### src/rtl/mo_pkg.sv
package mo_pkg;
  localparam int KIND_W = 3;
  typedef enum logic [KIND_W-1:0] {
    OP_READ  = 3'd0,
    OP_WRITE = 3'd1,
    OP_ACQ   = 3'd2,
    OP_REL   = 3'd3,
    OP_FENCE = 3'd4
  } op_kind_e;
endpackage

### src/rtl/mo_outst_ctr.sv
module mo_outst_ctr #(
  parameter int MAX_OUT = 8,
  localparam int CNT_W = $clog2(MAX_OUT + 1)
) (
  input  logic clk,
  input  logic rst_n,
  input  logic inc,
  input  logic dec,
  output logic zero,
  output logic full
);
  logic [CNT_W-1:0] cnt_q, cnt_d;
  logic             dec_eff;
  logic             cnt_en;

  assign dec_eff = dec && (cnt_q != '0);
  assign cnt_en  = inc ^ dec_eff;

  always_comb begin
    cnt_d = cnt_q;
    if (inc && !dec_eff)      cnt_d = cnt_q + 1'b1;
    else if (!inc && dec_eff) cnt_d = cnt_q - 1'b1;
  end

  always_ff @(posedge clk or negedge rst_n) begin
    if (!rst_n)      cnt_q <= '0;
    else if (cnt_en) cnt_q <= cnt_d;
  end

  assign zero = (cnt_q == '0);
  assign full = (cnt_q == CNT_W'(MAX_OUT));


  cnt_bound_chk: assert property (@(posedge clk) disable iff (!rst_n)
    cnt_q <= CNT_W'(MAX_OUT));


  idle_ack_chk: assert property (@(posedge clk) disable iff (!rst_n)
    (zero && dec && !inc) |=> zero);
endmodule

### src/rtl/mo_order_track.sv
module mo_order_track
  import mo_pkg::*;
(
  input  logic              clk,
  input  logic              rst_n,
  input  logic              fire,
  input  logic [KIND_W-1:0] fire_kind,
  input  logic              relaxed,
  input  logic              cnt_zero,
  input  logic              cpl_valid,
  input  logic              cpl_vis,
  output logic              hold,
  output logic              retire
);
  logic hold_q, hold_d;
  logic vis_wait_q, vis_wait_d;
  logic is_barrier;

  always_comb begin
    is_barrier = 1'b0;
    case (fire_kind)
      OP_READ, OP_WRITE, OP_REL: is_barrier = 1'b0;
      default:                   is_barrier = 1'b1;
    endcase
  end

  assign retire = cpl_valid && !(vis_wait_q && !cpl_vis);

  always_comb begin
    hold_d = hold_q;
    if (fire && is_barrier) hold_d = 1'b1;
    else if (cnt_zero)      hold_d = 1'b0;
    vis_wait_d = vis_wait_q;
    if (fire && !relaxed && (fire_kind == OP_READ)) vis_wait_d = 1'b1;
    else if (retire && !cnt_zero)                   vis_wait_d = 1'b0;
  end

  always_ff @(posedge clk or negedge rst_n) begin
    if (!rst_n) begin
      hold_q     <= 1'b0;
      vis_wait_q <= 1'b0;
    end else begin
      hold_q     <= hold_d;
      vis_wait_q <= vis_wait_d;
    end
  end

  assign hold = hold_q && !cnt_zero;


  vis_gate_chk: assert property (@(posedge clk) disable iff (!rst_n)
    (vis_wait_q && cpl_valid && !cpl_vis && !fire) |=> !cnt_zero);
endmodule

### src/rtl/mo_issue_gate.sv
module mo_issue_gate
  import mo_pkg::*;
(
  input  logic              relaxed,
  input  logic [KIND_W-1:0] kind,
  input  logic              cnt_zero,
  input  logic              cnt_full,
  input  logic              hold,
  output logic              ok
);
  always_comb begin
    ok = cnt_zero;
    if (relaxed) begin
      case (kind)
        OP_READ, OP_WRITE, OP_ACQ: ok = !cnt_full && !hold;
        default:                   ok = cnt_zero;
      endcase
    end
  end
endmodule

### src/rtl/mo_issue_unit.sv
module mo_issue_unit
  import mo_pkg::*;
#(
  parameter int TAG_W   = 8,
  parameter int MAX_OUT = 8
) (
  input  logic              clk,
  input  logic              rst_n,
  input  logic              relaxed_mode,
  input  logic              req_valid,
  output logic              req_ready,
  input  logic [KIND_W-1:0] req_kind,
  input  logic [TAG_W-1:0]  req_tag,
  output logic              mem_valid,
  output logic [KIND_W-1:0] mem_kind,
  output logic [TAG_W-1:0]  mem_tag,
  input  logic              cpl_valid,
  input  logic              cpl_vis
);
  logic cnt_zero, cnt_full, hold, retire;

  mo_issue_gate u_gate (
    .relaxed  (relaxed_mode),
    .kind     (req_kind),
    .cnt_zero (cnt_zero),
    .cnt_full (cnt_full),
    .hold     (hold),
    .ok       (req_ready)
  );

  assign mem_valid = req_valid && req_ready;
  assign mem_kind  = req_kind;
  assign mem_tag   = req_tag;

  mo_outst_ctr #(.MAX_OUT(MAX_OUT)) u_ctr (
    .clk  (clk),
    .rst_n(rst_n),
    .inc  (mem_valid),
    .dec  (retire),
    .zero (cnt_zero),
    .full (cnt_full)
  );

  mo_order_track u_track (
    .clk      (clk),
    .rst_n    (rst_n),
    .fire     (mem_valid),
    .fire_kind(req_kind),
    .relaxed  (relaxed_mode),
    .cnt_zero (cnt_zero),
    .cpl_valid(cpl_valid),
    .cpl_vis  (cpl_vis),
    .hold     (hold),
    .retire   (retire)
  );


  sc_single_chk: assert property (@(posedge clk) disable iff (!rst_n)
    (mem_valid && !relaxed_mode) |=> !mem_valid);


  acq_block_chk: assert property (@(posedge clk) disable iff (!rst_n)
    (mem_valid && req_kind == OP_ACQ) |=> !mem_valid);


  rel_drain_chk: assert property (@(posedge clk) disable iff (!rst_n)
    (mem_valid && relaxed_mode && req_kind == OP_REL) |-> cnt_zero);


  fence_drain_chk: assert property (@(posedge clk) disable iff (!rst_n)
    (mem_valid && req_kind == OP_FENCE) |-> cnt_zero);
endmodule

### config.mk
export PLATFORM = sky130hd
export DESIGN_NAME = mo_issue_unit
export DESIGN_NICKNAME = d
export VERILOG_FILES = /design/src/rtl/mo_pkg.sv /design/src/rtl/mo_outst_ctr.sv /design/src/rtl/mo_order_track.sv /design/src/rtl/mo_issue_gate.sv /design/src/rtl/mo_issue_unit.sv
export SDC_FILE = /design/constraint.sdc
export NUM_CORES = 1
export LEC_CHECK = 0
export BUFFER_PORTS_ARGS = -buffer_cell sky130_fd_sc_hd__buf_2
export CAP_MARGIN = 20
export CORE_MARGIN = 2
export CORE_UTILIZATION = 42
export DETAILED_ROUTE_END_ITERATION = 10
export PLACE_DENSITY = 0.76
export SETUP_SLACK_MARGIN = 0.4
export SLEW_MARGIN = 20
export SYNTH_ARGS = -nofsm -noshare
export SYNTH_HDL_FRONTEND = slang
export SYNTH_HIERARCHICAL = 1
export SYNTH_SLANG_ARGS = --single-unit
### constraint.sdc
create_clock -name clk -period 3.5 [get_ports clk]
set_input_delay 0.35 -clock clk [delete_from_list [all_inputs] [get_ports clk]]
set_output_delay 0.35 -clock clk [all_outputs]
set_load 0.01 [all_outputs]
==> impl_metrics.csv <==
group,metric,value,unit
power_and_ir_drop,combPwrFrac,0.572,
sta,worstMarginPinSlew,0.3445,ns
route,viasPerCell,5.513,
die,core_area,1269,µm²
place,place_area,558.0,µm²
worst_setup_path,cpMostUsedCell,"o211ai_2",
place,place_congestion,0.8492,
clock_tree,cts_tree,"built",
worst_setup_path,critPathArrivalTime,3.01,ns
clock_tree,cts_buffers,3,
synthesis,synth_fp_nets,80,
power_and_ir_drop,seq_power_share,0.302,
worst_setup_path,path_max_fanout,6,
worst_setup_path,worstSetupPathType,"reg2reg",
power_and_ir_drop,total_leakage_power,0.2645,nW
route,wire_per_inst,13.64,µm
worst_setup_path,regToRegStartpoint,"u_ctr/cnt_q[0]",
worst_setup_path,crit_chain,"nor4b_1 -> nor2_1 -> mux2_2 -> and2_1 -> ha_4 -> inv_1 -> ha_2 -> or4_4 -> o211ai_2 -> o211ai_2",
power_and_ir_drop,power.switching,0.1986,mW
synthesis,syn_inst,59,
sta,min_period,2.893,ns
worst_setup_path,startpoint,"u_ctr/cnt_q[0]",
synthesis,syn_area,554.3,µm²
sta,drv_slew,0,
clock_tree,post-cts-setup-buffers,0,
power_and_ir_drop,ir_drop,0.0003414,V
final_layout,fin_area,611.8,µm²
worst_setup_path,critical_path.endpoint_type,"register",
grt,grt_pass1_vias,330,
worst_setup_path,cp_top_family,"simple AND/OR/NAND/NOR gates",
synthesis,ys_warn_count,6,
sta,setup_viol,0,
sta,clock_skew,0.008126,ns
die,initial_core_util,0.4369,
final_layout,layout-drive-gt1-share,0.4000,
sta,rsz0062_at_grt,"false",
clock_tree,clock_latency,0.24,ns
clock_tree,clkTransAtPathRegs,0.05,ns
synthesis,synth_area_leaders,"dfrtp_1 (27%), buf_4 (15%), ha_1 (6.8%)",
grt,grt_pass1_wl,1.421,mm
place,dp_hpwl,790,µm
power_and_ir_drop,total_power,0.4857,mW
synthesis,yosys.area.top_type_share,0.2709,
final_layout,diodes,0,
final_layout,final_common_cell,"buf_2",
worst_setup_path,critPathMaxStageDelay,0.52,ns
grt,grt_max_degree,11,
grt,antenna_found_initial,0,
final_layout,n_fill_cell,117,
worst_setup_path,cp.required,3.62,ns
clock_tree,htree_levels,1,
route,drtIter0Drc,14,
sta,setup-tns-final,0,ns
final_layout,final_cell_mix,"buf_2 (13), dfrtp_1 (6)",
die,die-area,1626,µm²
sta,fmax,345.7,MHz
synthesis,avgSynthCellArea,9.395,µm²
power_and_ir_drop,power_density,793.8,nW/µm²
route,num_vias,441,
synthesis,synth_cell_types,29,
flow_run,cap_violations,0,
power_and_ir_drop,internal-power,0.2871,mW
sta,hold_viol_final,0,
worst_setup_path,crit_buf_inv,1,
final_layout,fin_cells,80,
clock_tree,cts.sink_count,6,
hold_path,min_from,"req_kind[2]",
place,io_buffers,13,
route,routed_wl,1.091,mm
synthesis,synth_top_area_cell,"dfrtp_1",
power_and_ir_drop,p_sw_frac,0.4090,
run_status,status,"finished clean",
route,drc_errors,0,
die,rows,13,
clock_tree,root_buffer,"clkbuf_4",
die,pin_count,30,
final_layout,area_growth,10.38,%
synthesis,yosysSeqAreaShare,0.2709,
sta,min_period_over_period,0.8264,
worst_setup_path,reg2reg_slack,0.61,ns
clock_tree,clk_path_buf_depth,2,
grt,grt.overflow.total,0,
sta,slew_headroom,0.7671,
worst_setup_path,start_kind,"register",
route,drtPass1Iterations,4,
place,post-place-cells,76,
route,ant_nets,0,
die,die_width,40.33,µm
hold_path,hold_path_class,"in2reg",
synthesis,ys_seq_elements,6,
final_layout,finalNetCount,88,
die,die_h,40.33,µm
worst_setup_path,slowest_stage,"or4_4",
power_and_ir_drop,power_frac_clock,0.125,
grt,grtUsageTotal,0.1376,
==> worst register-to-register path, cell delays in order (launching register included) <==
cell	delay, ns
dfrtp_1	0.47
nor4b_1	0.41
nor2_1	0.06
mux2_2	0.28
and2_1	0.20
ha_4	0.20
inv_1	0.13
ha_2	0.33
or4_4	0.52
o211ai_2	0.09
o211ai_2	0.09
==> final cells by class <==
class / count / area, µm² / share of cell area
well taps: 15 / 18.77 / 0.03067
flip-flops and latches: 6 / 150.1 / 0.2454
multi-input cells: 38 / 326.6 / 0.5337
clock buffers: 3 / 22.52 / 0.03681
repair buffers: 15 / 82.58 / 0.1350
inverters: 3 / 11.26 / 0.01840
==> final timing paths <==
| check | to | depth (start not counted) |
|---|---|---|
| worst max-delay path | u_ctr/cnt_q[3] | 10 |
| worst min-delay path | u_track/vis_wait_q | 2 |
| worst max register to register | u_ctr/cnt_q[3] | 10 |
| worst min register to register | u_track/vis_wait_q | 2 |
| max in group asynchronous | u_track/hold_q | 2 |
| min in group asynchronous | u_ctr/cnt_q[1] | 2 |
==> cells by family after synthesis <==
family	Yosys count	share of synthesized area
XOR/XNOR	2	0.03161
AND/OR/NAND/NOR	18	0.2009
adder cells (fa/ha/maj)	4	0.1038
flip-flops	6	0.2709
AO/OA/AOI/OAI	11	0.1557
multiplexers	3	0.05869
buffers and inverters	15	0.1783
==> cells in the mapped netlist <==
| cell type | count |
|---|---|
| nor4_1 | 1 |
| nor4b_1 | 1 |
| nand2_1 | 3 |
| mux2i_1 | 1 |
| a21oi_1 | 2 |
| dfrtp_1 | 6 |
| buf_4 | 11 |
| a2111o_1 | 1 |
| inv_1 | 3 |
| or4b_1 | 1 |
| clkbuf_2 | 1 |
| a211oi_2 | 1 |
| a21boi_1 | 1 |
| or3_1 | 1 |
| nand3_1 | 2 |
| nor3_1 | 1 |
| ha_1 | 3 |
| nor2b_1 | 2 |
| o21ai_1 | 3 |
| nand2b_1 | 2 |
| nor2_1 | 1 |
| or4_4 | 1 |
| o211ai_2 | 2 |
| o21ai_0 | 1 |
| mux2_2 | 2 |
| and2_1 | 1 |
| nand3b_1 | 1 |
| xnor2_1 | 2 |
| fa_1 | 1 |
==> flip-flops by register name, indices dropped and copies added (netlist names) <==
register and count:
u_track/hold_q 1, u_ctr/cnt_q 4, u_track/vis_wait_q 1
==> layer usage <==
layer / vias to the layer above / GRT usage / wire, µm
li1: 212 / - / -
met1: 209 / 0.1765 / 438
met2: 17 / 0.2103 / 569
met3: 3 / 0.03333 / 68
met4: 0 / 0.07500 / 14
met5: - / 0 / 0
==> repair_timing <==
item	CTS	global route
setup endpoints to repair	1	1
pin swaps	0	1
endpoints found under the hold margin	6	0
resized for setup	1	3
hold buffers	1	0
==> stage by stage <==
stage	hold slack [ns]	utilization	setup WS [ns]
floorplan	0.05441	-	0.5447
CTS	0.3407	0.4704	0.4419
global placement	0.1781	0.4398	0.5849
global route	0.3587	0.4822	0.4260
detailed placement	0.1782	0.4398	0.3824
finish	0.3478	0.4822	0.6075
==> power by group through the flow <==
stage	logic, mW	registers (mW)	clock network, mW
after detailed placement	0.255	0.141	0
after floorplan	0.211	0.132	0
final	0.278	0.147	0.0608
after global placement	0.248	0.139	0
after global routing	0.309	0.151	0.0660
after CTS	0.259	0.144	0.0626
No activity file was read; power rests on OpenSTA's default activity.
